[config.mk]
export PLATFORM = sky130hd
export DESIGN_NAME = interlaced_sync_gen
export DESIGN_NICKNAME = d
export VERILOG_FILES = /design/src/rtl/ilace_pkg.sv /design/src/rtl/ilace_ctrl.sv /design/src/rtl/ilace_dp.sv /design/src/rtl/interlaced_sync_gen.sv
export SDC_FILE = /design/constraint.sdc
export NUM_CORES = 1
export LEC_CHECK = 0
export BUFFER_PORTS_ARGS = -buffer_cell sky130_fd_sc_hd__buf_2
export CAP_MARGIN = 30
export CORE_MARGIN = 5
export CORE_UTILIZATION = 45
export CTS_BUF_LIST = sky130_fd_sc_hd__clkbuf_8
export CTS_CLUSTER_DIAMETER = 60
export DETAILED_ROUTE_END_ITERATION = 8
export PLACE_DENSITY = 0.74
export SYNTH_ARGS = -nofsm -noshare
export SYNTH_HDL_FRONTEND = slang
export SYNTH_SLANG_ARGS = --single-unit
[constraint.sdc]
create_clock -name clk -period 6.7 [get_ports clk]
set_input_delay 0.335 -clock clk [delete_from_list [all_inputs] [get_ports clk]]
set_output_delay 0.335 -clock clk [all_outputs]
set_load 0.1 [all_outputs]
[src/rtl/ilace_pkg.sv]
package ilace_pkg;
  typedef struct packed {
    logic hsOn;
    logic hsOff;
    logic vsOn;
    logic vsOff;
    logic active;
    logic field;
  } syncStrobes_t;
endpackage

[src/rtl/ilace_ctrl.sv]
module ilace_ctrl
  import ilace_pkg::*;
#(
  parameter int H_BITS = 12,
  parameter int V_BITS = 11
) (
  input  logic              clk,
  input  logic              rst,
  input  logic [H_BITS-1:0] cfgHActive,
  input  logic [H_BITS-1:0] cfgHFront,
  input  logic [H_BITS-1:0] cfgHSync,
  input  logic [H_BITS-1:0] cfgHBack,
  input  logic [V_BITS-1:0] cfgVActive,
  input  logic [V_BITS-1:0] cfgVFront,
  input  logic [V_BITS-1:0] cfgVSync,
  input  logic [V_BITS-1:0] cfgVBack,
  output syncStrobes_t      strobes,
  output logic [H_BITS-1:0] hCnt,
  output logic [V_BITS-1:0] vCnt
);
  localparam int HT_W = H_BITS + 2;

  // captured geometry
  logic [H_BITS-1:0] hActR, hSyncOnR, hSyncOffR, hLastR, f2ColR;
  logic              f2AddR;
  logic [V_BITS-1:0] vSyncOnR, vSyncOffR, vBlankR, vLast0R;
  logic              fieldIdx;

  // derived values of the raw inputs, used only while in reset
  logic [HT_W-1:0]   hOnW, hTotW, tgtW, colW;
  logic              wrapW;
  logic [V_BITS-1:0] vBlankW;

  always_comb begin
    hOnW    = HT_W'(cfgHActive) + HT_W'(cfgHFront);
    hTotW   = hOnW + HT_W'(cfgHSync) + HT_W'(cfgHBack);
    tgtW    = hOnW + (hTotW >> 1);
    wrapW   = (tgtW >= hTotW);
    colW    = wrapW ? (tgtW - hTotW) : tgtW;
    vBlankW = cfgVFront + cfgVSync + cfgVBack;
  end

  // field-dependent selections
  logic [H_BITS-1:0] colSel;
  logic [V_BITS-1:0] addSel, vLast, vBlank;

  always_comb begin
    colSel = fieldIdx ? f2ColR : hSyncOnR;
    addSel = V_BITS'(fieldIdx & f2AddR);
    vLast  = vLast0R + V_BITS'(fieldIdx);
    vBlank = vBlankR + V_BITS'(fieldIdx);
    strobes.hsOn   = (hCnt == hSyncOnR);
    strobes.hsOff  = (hCnt == hSyncOffR);
    strobes.vsOn   = (hCnt == colSel) && (vCnt == vSyncOnR + addSel);
    strobes.vsOff  = (hCnt == colSel) && (vCnt == vSyncOffR + addSel);
    strobes.active = (hCnt < hActR) && (vCnt >= vBlank);
    strobes.field  = fieldIdx;
  end

  always_ff @(posedge clk) begin
    if (rst) begin
      hActR     <= cfgHActive;
      hSyncOnR  <= H_BITS'(hOnW);
      hSyncOffR <= H_BITS'(hOnW + HT_W'(cfgHSync));
      hLastR    <= H_BITS'(hTotW - 1'b1);
      f2ColR    <= H_BITS'(colW);
      f2AddR    <= wrapW;
      vSyncOnR  <= cfgVFront;
      vSyncOffR <= cfgVFront + cfgVSync;
      vBlankR   <= vBlankW;
      vLast0R   <= vBlankW + cfgVActive - 1'b1;
      hCnt      <= '0;
      vCnt      <= '0;
      fieldIdx  <= 1'b0;
    end else if (hCnt == hLastR) begin
      hCnt <= '0;
      if (vCnt == vLast) begin
        vCnt     <= '0;
        fieldIdx <= ~fieldIdx;
      end else begin
        vCnt <= vCnt + 1'b1;
      end
    end else begin
      hCnt <= hCnt + 1'b1;
    end
  end

  assert_line_full_R1: assert property (@(posedge clk) disable iff (rst)
    (hCnt != hLastR) |=> (hCnt == $past(hCnt) + 1'b1));

  assert_field_len_R2: assert property (@(posedge clk) disable iff (rst)
    (hCnt == hLastR && vCnt != vLast) |=> (hCnt == '0 && vCnt == $past(vCnt) + 1'b1));

  assert_field_alt_R6: assert property (@(posedge clk) disable iff (rst)
    (hCnt == hLastR && vCnt == vLast) |=> (vCnt == '0 && fieldIdx != $past(fieldIdx)));
endmodule

[src/rtl/ilace_dp.sv]
module ilace_dp
  import ilace_pkg::*;
#(
  parameter int H_BITS = 12,
  parameter int V_BITS = 11
) (
  input  logic              clk,
  input  logic              rst,
  input  syncStrobes_t      strobes,
  input  logic [H_BITS-1:0] hCnt,
  input  logic [V_BITS-1:0] vCnt,
  output logic              hsyncOut,
  output logic              vsyncOut,
  output logic              deOut,
  output logic              fieldOut,
  output logic [H_BITS-1:0] pixelOut,
  output logic [V_BITS-1:0] lineOut
);
  always_ff @(posedge clk) begin
    if (rst) begin
      hsyncOut <= 1'b0;
      vsyncOut <= 1'b0;
      deOut    <= 1'b0;
      fieldOut <= 1'b0;
      pixelOut <= '0;
      lineOut  <= '0;
    end else begin
      if (strobes.hsOn)       hsyncOut <= 1'b1;
      else if (strobes.hsOff) hsyncOut <= 1'b0;
      if (strobes.vsOn)       vsyncOut <= 1'b1;
      else if (strobes.vsOff) vsyncOut <= 1'b0;
      deOut    <= strobes.active;
      fieldOut <= strobes.field;
      pixelOut <= hCnt;
      lineOut  <= vCnt;
    end
  end

  assert_vs_align_R3: assert property (@(posedge clk) disable iff (rst)
    ($rose(vsyncOut) && !fieldOut) |-> $rose(hsyncOut));

  assert_vs_half_R4: assert property (@(posedge clk) disable iff (rst)
    ($rose(vsyncOut) && fieldOut) |-> !$rose(hsyncOut));

  assert_field_edge_R6: assert property (@(posedge clk) disable iff (rst)
    (fieldOut != $past(fieldOut)) |-> (pixelOut == '0 && lineOut == '0));

  assert_de_blank_R7: assert property (@(posedge clk) disable iff (rst)
    deOut |-> (!hsyncOut && !vsyncOut));
endmodule

[src/rtl/interlaced_sync_gen.sv]
module interlaced_sync_gen
  import ilace_pkg::*;
#(
  parameter int H_BITS = 12,
  parameter int V_BITS = 11
) (
  input  logic              clk,
  input  logic              rst,
  input  logic [H_BITS-1:0] cfgHActive,
  input  logic [H_BITS-1:0] cfgHFront,
  input  logic [H_BITS-1:0] cfgHSync,
  input  logic [H_BITS-1:0] cfgHBack,
  input  logic [V_BITS-1:0] cfgVActive,
  input  logic [V_BITS-1:0] cfgVFront,
  input  logic [V_BITS-1:0] cfgVSync,
  input  logic [V_BITS-1:0] cfgVBack,
  output logic              hsyncOut,
  output logic              vsyncOut,
  output logic              deOut,
  output logic              fieldOut,
  output logic [H_BITS-1:0] pixelOut,
  output logic [V_BITS-1:0] lineOut
);
  syncStrobes_t      strobes;
  logic [H_BITS-1:0] hCnt;
  logic [V_BITS-1:0] vCnt;

  ilace_ctrl #(.H_BITS(H_BITS), .V_BITS(V_BITS)) uCtrl (
    .clk(clk), .rst(rst),
    .cfgHActive(cfgHActive), .cfgHFront(cfgHFront),
    .cfgHSync(cfgHSync), .cfgHBack(cfgHBack),
    .cfgVActive(cfgVActive), .cfgVFront(cfgVFront),
    .cfgVSync(cfgVSync), .cfgVBack(cfgVBack),
    .strobes(strobes), .hCnt(hCnt), .vCnt(vCnt)
  );

  ilace_dp #(.H_BITS(H_BITS), .V_BITS(V_BITS)) uDp (
    .clk(clk), .rst(rst), .strobes(strobes), .hCnt(hCnt), .vCnt(vCnt),
    .hsyncOut(hsyncOut), .vsyncOut(vsyncOut), .deOut(deOut),
    .fieldOut(fieldOut), .pixelOut(pixelOut), .lineOut(lineOut)
  );
endmodule

[After elaboration in Yosys (flattened, before gate mapping)]
Index checks and enable logic that the tools add are counted.
Widths: inputs -> output; s select.
Storage, ports and cells
  flip-flop bits (word level): 156
  output and inout port bits: 27
Cells by class
  add/sub/neg operators: 16
  $lt $le $gt $ge: 3
  equality and inequality tests: 7
  muxes and demuxes: 7
  bitwise operators: 2
  reductions and logical operators: 7
Operator list (count)
  $add 11x11->11: 5
  $eq 12x12->1: 4
  $eq 11x11->1: 3
  $add 14x12->14: 2
  $mux 12: 2
  $add 11x1->11: 2
  $add 13x13->14: 1
  $ge 14x14->1: 1
  $add 12x12->13: 1
  $add 12x1->12 const B: 1
  $lt 12x12->1: 1
  $sub 12x1->12 const B: 1
  $sub 12x12->12: 1
  $add 11x1->11 const B: 1
  $ge 11x11->1: 1
  $mux 11: 1
  $sub 11x1->11 const B: 1
  $mux 1: 4
  $reduce_bool 2->1: 2
  $logic_and 1x1->1: 3
  $reduce_and 2->1: 1
  $reduce_or 2->1: 1
  $and 1x1->1: 1
  $not 1->1: 1

[Logic depth before layout (Yosys ltp)]
Gate-level depths: netlist (run 1).
  depth in word-level cells: 6
  depth in mapped cells: 31
  depth with buffers taken out: 30

[Modules after synthesis]
Synthesis (run 1) repeated with hierarchy kept, for this count alone.
Unflattened totals
  cell total of the unflattened synthesis: 1248
  area total of the unflattened synthesis: 12150.4 µm²
Modules (own cells, without submodules)
  ilace_ctrl: instances 1, cells each 1188, area an instance 11383.4 µm²
  ilace_dp: instances 1, cells each 60, area an instance 767.0 µm²

[Worst setup path after synthesis (run 1)]
OpenSTA, ideal clock, no wires.
  kind: input port to flip-flop
  from: input cfgHActive[0]
  to: register uCtrl.f2ColR[10] (data pin)
  data arrival time: 6511 ps
  path slack: -70 ps
  stages on the path: 27
  path buffers: 1
  cells stage by stage: ha_1 > fa_1 > a21oi_1 > o21ai_0 > xor2_1 > ha_1 > and3_1 > a221oi_1 > nand2_1 > xor2_1 > ha_1 > o21a_1 > o21a_1 > a2111oi_0 > nor2_1 > xor2_1 > ha_1 > a21oi_1 > nand2_1 > o31ai_1 > xnor2_1 > ha_1 > a2111oi_0 > a21oi_1 > a211o_1 > buf_2 > mux2_2
Between the ends
  cells in the longest elaborated chain, start to end: 6
Ends and longest elaborated chain
  start, declared: RTL line interlaced_sync_gen.sv:9  | input logic [H_BITS-1:0] cfgHActive,
  $add 12x12->13 (*): RTL line ilace_ctrl.sv:35  | hOnW = HT_W'(cfgHActive) + HT_W'(cfgHFront);
  via uCtrl.hOnW[4]: RTL line ilace_ctrl.sv:30  | logic [HT_W-1:0] hOnW, hTotW, tgtW, colW;
  $add 14x12->14 (2 in series): RTL line ilace_ctrl.sv:36  | hTotW = hOnW + HT_W'(cfgHSync) + HT_W'(cfgHBack);
  $add 13x13->14: RTL line ilace_ctrl.sv:37  | tgtW = hOnW + (hTotW >> 1);
  $ge 14x14->1 (*): RTL line ilace_ctrl.sv:38  | wrapW = (tgtW >= hTotW);
  via uCtrl.wrapW: RTL line ilace_ctrl.sv:31  | logic wrapW;
  $mux 12 (*): RTL line ilace_ctrl.sv:39  | colW = wrapW ? (tgtW - hTotW) : tgtW;
  via uCtrl.colW[10]: RTL line ilace_ctrl.sv:30
  end signal, assigned: RTL line ilace_ctrl.sv:66  | f2ColR <= H_BITS'(colW);
  end, declared: RTL line ilace_ctrl.sv:24  | logic [H_BITS-1:0] hActR, hSyncOnR, hSyncOffR, hLastR, f2ColR;
Mark *: on every way through the listed nets, which the timed path passes. The rest lies on a longest branch.
A chain may end at the register's enable or synchronous reset.

[Worst setup path in the final report (run 1)]
  from: input cfgHActive[0]
  to: register uCtrl.f2ColR[10] (data pin)
Between the ends
  cells in the longest elaborated chain, start to end: 6
Ends and longest elaborated chain (RTL line)
  $add 12x12->13 (*): ilace_ctrl.sv:35
  via uCtrl.hOnW[4]: ilace_ctrl.sv:30
  $add 14x12->14 (2 in series): ilace_ctrl.sv:36
  $add 13x13->14: ilace_ctrl.sv:37
  $sub 12x12->12 / $ge 14x14->1 (equally long branches): ilace_ctrl.sv:39, ilace_ctrl.sv:38
  $mux 12 (*): ilace_ctrl.sv:39
  via uCtrl.colW[10]: ilace_ctrl.sv:30
Marked as above.

==> impl_metrics.py, run 1 <==
metrics = {
    "clock_tree": {
        "cts_made_buffers": 17,
        "clk_pin_slew_ns": 0.09,
        "cts.htree.levels": 4,
        "clock_latency_ns": 0.46,
        "cts_root_buf": "clkbuf_8",
        "cts_tree": "built",
        "clock_path_buffers": 2,
        "cts_hold_buf": 0,
        "clock-sinks": 156,
    },
    "sta": {
        "hold_slack_ns": 0.0664,
        "fmax_mhz": 157,
        "finalCritPeriodShare_pct": 95.3,
        "maxSlewHeadroom_pct": 50.2,
        "layout_setup_ws_ns": 0.313,
        "fin_worst_skew_ns": 0.0133,
        "worst_slew_pin_slew_ns": 0.741,
        "finalMaxSlewViolations": 0,
        "setup_viol": 0,
        "fin_setup_tns_ns": 0,
        "period_needed_ns": 6.39,
        "hold_violations": 0,
    },
    "synthesis": {
        "synth.ff_latch_count": 156,
        "yosysUniqueCellTypes": 71,
        "syn_nets": 1412,
        "ys.flop_type": "edfxtp_1",
        "yosysWarnings": 0,
        "syn_area_per_cell_um2": 9.86,
        "syn_inst": 1174,
        "ys_seq_area_share_pct": 36.0,
        "synth_edf_count": 105,
        "synth.cell_area_um2": 11600,
        "ys_async_sr_fraction_pct": 0,
    },
    "routing": {
        "drc_errors": 0,
        "post_drt_wl_per_cell_um": 16.7,
        "drt-initial-drc-count": 590,
        "drtPass1Iterations": 5,
        "viasPerCell": 5.39,
        "drt_wl_total_um": 28600,
        "via_count": 9229,
        "postRouteAntennaNets": 0,
    },
    "grt": {
        "grt_max_degree": 58,
        "antenna_found_initial": 0,
        "grt_pass1_wl_um": 45400,
        "grt_pass1_vias": 9304,
        "grt_use_total_pct": 19.6,
        "gr-total-overflow": 0,
    },
    "worst_setup_path": {
        "rr_worst_depth": 10,
        "crit_end": "uCtrl.f2ColR[10]",
        "worstPathRequired_ns": 6.92,
        "cpPeakStageDelay_ns": 0.39,
        "arrival_ns": 6.60,
        "cp_common_cell": "ha_1",
        "reg2reg_from": "uCtrl.fieldIdx",
        "cp_max_fo": 13,
        "r2r_slack_ns": 3.60,
        "cp-start-kind": "input pin",
        "cp-end-kind": "flop",
        "crit_type": "in2reg",
        "critPathSlowestCell": "fa_1",
        "r2r-end": "uCtrl.vCnt[0]",
        "crit_start": "cfgHActive[0]",
    },
    "final_layout": {
        "diodes": 0,
        "layout_commonest_cell": "ha_1",
        "drive_gt1_share_pct": 19.5,
        "area_growth_syn_to_layout_pct": 17.3,
        "layout.cells.non_filler": 1711,
        "fin_area_um2": 13600,
        "postLayoutCoreUtil_pct": 53.8,
        "final_cell_mix": "ha_1 (134), xnor2_1 (126), buf_2 (119)",
        "fillers": 2258,
        "fin_nets": 1606,
    },
    "job": {
        "cap_violations": 0,
    },
    "floorplan": {
        "die_x_um": 170,
        "die-area_um2": 29000,
        "pin_count": 121,
        "std_cell_rows": 58,
        "core_um2": 25300,
        "start_util_pct": 45.9,
        "die_h_um": 170,
    },
    "pwr": {
        "peakVddDrop_uv": 469,
        "power_per_cell_area_nw_per_um2": 603,
        "total_power_mw": 8.19,
        "total_leakage_power_nw": 5.97,
    },
    "place": {
        "placed_cells": 1678,
        "dpl.hpwl_um": 23000,
        "pre_cts_ws_ns": -0.375,
        "place_area_um2": 13100,
        "place_congestion": 0.910,
        "io_buffers": 120,
    },
    "min_path": {
        "min_path_type": "in2reg",
    },
    "status": {
        "run_status": "finished clean",
    },
}
what timing repair did:
item                                    4_1_cts  5_1_grt
endpoints found under the setup margin        0       12
resized for setup                             0       12
buffers inserted                              0        1
power by group:
group          switching (mW)  internal, mW  leakage, nW  total [mW]
sequential              0.130          1.46         1.44        1.59
clock                   0.383         0.376        0.203       0.758
combinational            2.82          3.02         4.33        5.84
total                    3.34          4.85         5.97        8.19
state kept, by name (all words and copies together) (netlist names):
signal	cells
uDp.vsyncOut	1
uCtrl.fieldIdx	1
uCtrl.vLast0R	11
uCtrl.hSyncOffR	12
uCtrl.vCnt	11
uDp.pixelOut	12
uDp.hsyncOut	1
uDp.fieldOut	1
uCtrl.vSyncOnR	11
uCtrl.f2ColR	12
uCtrl.f2AddR	1
uDp.deOut	1
uDp.lineOut	11
uCtrl.hSyncOnR	12
uCtrl.hCnt	12
uCtrl.vSyncOffR	11
uCtrl.hLastR	12
uCtrl.vBlankR	11
uCtrl.hActR	12
cell usage after synthesis, types with 3 or more instances:
cell type,number,share of area [%]
a2111oi_0,6,0.45
a211o_1,3,0.23
a211oi_1,5,0.32
a21boi_0,5,0.32
a21o_1,28,1.8
a21oi_1,67,2.9
a31o_2,3,0.23
a31oi_1,3,0.16
and3_1,17,0.92
buf_2,3,0.13
buf_6,7,0.68
clkbuf_1,20,0.65
dfxtp_1,51,8.8
edfxtp_1,105,27
fa_1,8,1.4
ha_1,136,15
inv_1,99,3.2
mux2_2,11,1.1
mux2i_1,6,0.52
nand2_1,47,1.5
nand2b_1,14,0.76
nand3_1,37,1.6
nand4_1,14,0.76
nor2_1,73,2.4
nor2b_1,36,1.9
nor3_1,24,1.0
nor4_1,9,0.49
o2111ai_1,3,0.23
o211ai_1,4,0.26
o21a_1,13,0.84
o21ai_0,44,1.9
o21bai_1,10,0.65
o22ai_1,4,0.22
o31a_1,4,0.30
o31ai_1,6,0.39
or3_1,4,0.22
or3b_1,3,0.23
or4_1,3,0.19
xnor2_1,127,9.6
xor2_1,72,5.4
area by class of cell:
type | instances | area, um^2 | area share, %
sequential | 156 | 4170 | 30.7
clock buffer | 17 | 234 | 1.72
inverter | 99 | 372 | 2.73
tap | 330 | 413 | 3.04
multi-input combinational | 886 | 6910 | 50.9
clock inverter | 15 | 186 | 1.37
timing repair buffer | 208 | 1300 | 9.54
worst min path at each step:
stage | startpoint | end | slack (ns) | cells after the start
floorplan | cfgHActive[0] | uCtrl.hActR[0] | 0.43 | 0
global placement | uDp.hsyncOut | uDp.hsyncOut | 0.53 | 2
detailed placement | cfgHActive[9] | uCtrl.hActR[9] | 0.53 | 1
CTS | cfgHActive[11] | uCtrl.hActR[11] | 0.04 | 1
global route | cfgVFront[9] | uCtrl.vSyncOnR[9] | 0.04 | 1
finish | cfgHActive[3] | uCtrl.hActR[3] | 0.07 | 1
layer usage:
layer / wire, um / GRT usage (%) / vias up
li1: - / - / 4536
met1: 11900 / 24.1 / 4341
met2: 14100 / 34.8 / 292
met3: 1620 / 2.60 / 60
met4: 969 / 8.02 / 0
met5: 0 / 0 / -
logic make-up (layout without fill, tap and decap cells):
kind of cell	count (synthesis)	count (layout)	share of synthesized area, %
adders and majority gates	144	144	16.1
DFF	156	156	36.0
xor gates and xnor gates	201	201	15.4
and+or+nand+nor	300	300	13.5
muxes	17	17	1.59
AOI/OAI and AO/OA	224	224	12.5
buffers and inverters	132	339	4.86
critical path: cells and delay by family:
kind,cells,cell delay [ns]
buf+inv,3,0.42
simple gates,5,0.73
fa+ha+maj,6,1.87
compound gates,11,2.13
xor+xnor,4,0.84
mux,1,0.27
Note: power is estimated with default switching activity, not from simulation.
==> run 2, diff against run 1 <==
Settings changed: PLACE_DENSITY 0.74 to 0.66, SLEW_MARGIN set to 5.
==> impl_metrics.py, run 2 (same netlist as run 1, synthesis figures left out) <==
metrics = {
    "worst_setup_path": {
        "arrival_ns": 6.60,
        "crit_type": "in2reg",
        "cp-end-kind": "flop",
        "rr_worst_depth": 10,
        "crit_end": "uCtrl.f2ColR[3]",
        "reg2reg_from": "uCtrl.fieldIdx",
        "critPathSlowestCell": "fa_1",
        "cp_common_cell": "ha_1",
        "worstPathRequired_ns": 6.92,
        "r2r_slack_ns": 3.59,
        "r2r-end": "uCtrl.vCnt[4]",
        "cpPeakStageDelay_ns": 0.40,
        "crit_start": "cfgHActive[0]",
        "cp_max_fo": 13,
        "cp-start-kind": "input pin",
    },
    "clock_tree": {
        "clock_path_buffers": 2,
        "clock-sinks": 156,
        "clk_pin_slew_ns": 0.10,
        "clock_latency_ns": 0.47,
        "cts_root_buf": "clkbuf_8",
        "cts.htree.levels": 4,
        "cts_tree": "built",
        "cts_made_buffers": 17,
        "cts_hold_buf": 0,
    },
    "routing": {
        "drt-initial-drc-count": 515,
        "via_count": 9008,
        "drtPass1Iterations": 7,
        "post_drt_wl_per_cell_um": 16.4,
        "drc_errors": 0,
        "postRouteAntennaNets": 0,
        "viasPerCell": 5.26,
        "drt_wl_total_um": 28100,
    },
    "place": {
        "dpl.hpwl_um": 22500,
        "place_congestion": 0.878,
        "io_buffers": 120,
        "place_area_um2": 13100,
        "placed_cells": 1680,
        "pre_cts_ws_ns": -0.327,
    },
    "sta": {
        "fmax_mhz": 157,
        "hold_violations": 0,
        "period_needed_ns": 6.38,
        "layout_setup_ws_ns": 0.316,
        "fin_worst_skew_ns": 0.0161,
        "worst_slew_pin_slew_ns": 0.911,
        "finalMaxSlewViolations": 0,
        "finalCritPeriodShare_pct": 95.3,
        "maxSlewHeadroom_pct": 39.3,
        "setup_viol": 0,
    },
    "status": {
        "run_status": "finished clean",
    },
    "grt": {
        "antenna_found_initial": 0,
        "grt_use_total_pct": 19.4,
        "grt_pass1_wl_um": 44300,
        "grt_max_degree": 106,
        "gr-total-overflow": 0,
        "grt_pass1_vias": 9011,
    },
    "final_layout": {
        "seqCellArea_um2": 4170,
        "fin_area_um2": 13600,
        "diodes": 0,
        "multi_input_area_um2": 6890,
        "fillers": 2280,
        "layout.cells.non_filler": 1713,
        "area_growth_syn_to_layout_pct": 17.4,
        "drive_gt1_share_pct": 19.7,
        "fin_nets": 1608,
        "final_cell_mix": "ha_1 (135), xnor2_1 (127), buf_2 (119)",
        "layout_commonest_cell": "ha_1",
    },
    "pwr": {
        "peakVddDrop_uv": 456,
        "total_power_mw": 8.12,
        "power_per_cell_area_nw_per_um2": 597,
        "total_leakage_power_nw": 6.00,
    },
    "floorplan": {
        "start_util_pct": 45.9,
        "die-area_um2": 29000,
        "core_um2": 25300,
        "die_h_um": 170,
        "pin_count": 121,
        "die_x_um": 170,
        "std_cell_rows": 58,
    },
    "min_path": {
        "min_path_type": "in2reg",
    },
    "job": {
        "cap_violations": 0,
    },
}
## run 2: layer usage
metal / share of wire, % / vias to the layer above / routed length (um) / GRT usage, %
li1: - / 4549 / - / -
met1: 45 / 4266 / 12700 / 24.8
met2: 50 / 170 / 14100 / 34.2
met3: 3.4 / 23 / 966 / 2.58
met4: 1.4 / 0 / 404 / 5.63
met5: 0 / - / 0 / 0
## run 2: worst min-delay path by stage
stage | from | cells after the start | slack, ns | to
3_3_place_gp | uDp.hsyncOut | 2 | 0.50 | uDp.hsyncOut
4_1_cts | cfgHActive[6] | 1 | 0.03 | uCtrl.hActR[6]
2_1_floorplan | cfgHActive[0] | 0 | 0.43 | uCtrl.hActR[0]
3_5_place_dp | uDp.hsyncOut | 2 | 0.51 | uDp.hsyncOut
5_1_grt | cfgHActive[6] | 1 | 0.03 | uCtrl.hActR[6]
6_report | cfgHActive[6] | 1 | 0.06 | uCtrl.hActR[6]
## run 2: worst max-delay path: cells and delay by family
kind / cells / cell delay, ns
compound gates: 12 / 2.32
xor+xnor: 4 / 0.66
fa+ha+maj: 6 / 1.80
buf+inv: 5 / 0.76
mux: 1 / 0.27
simple gates: 4 / 0.46
## run 2: stage by stage
| stage | utilization, % | setup TNS (ns) | hold WS, ns |
|---|---|---|---|
| floorplan | - | 0 | 0.434 |
| finish | 53.9 | 0 | 0.0571 |
| global route | 53.9 | -0.0114 | 0.0262 |
| detailed placement | 51.9 | -3.55 | 0.514 |
| global placement | 51.9 | -2.45 | 0.505 |
| CTS | 53.7 | 0 | 0.0275 |
## run 2: final cells by class
cell class                      instances  area share, %
Clock buffer                           17           1.72
Clock inverter                         15           1.63
Inverter                               99           2.73
Multi-Input combinational cell        886           50.7
Sequential cell                       156           30.7
Tap cell                              330           3.04
Timing Repair Buffer                  210           9.52
## run 2: what timing repair did
action	in CTS	in global routing
setup buffers	0	1
endpoints found under the setup margin	0	12
gates resized for setup	0	12
## run 2: where the power goes
part           internal [mW]  total, mW  leakage, nW  switching [mW]
logic                   2.99       5.73         4.33            2.73
clock network          0.391      0.803        0.227           0.412
registers               1.46       1.59         1.44           0.131
total                   4.84       8.12         6.00            3.28
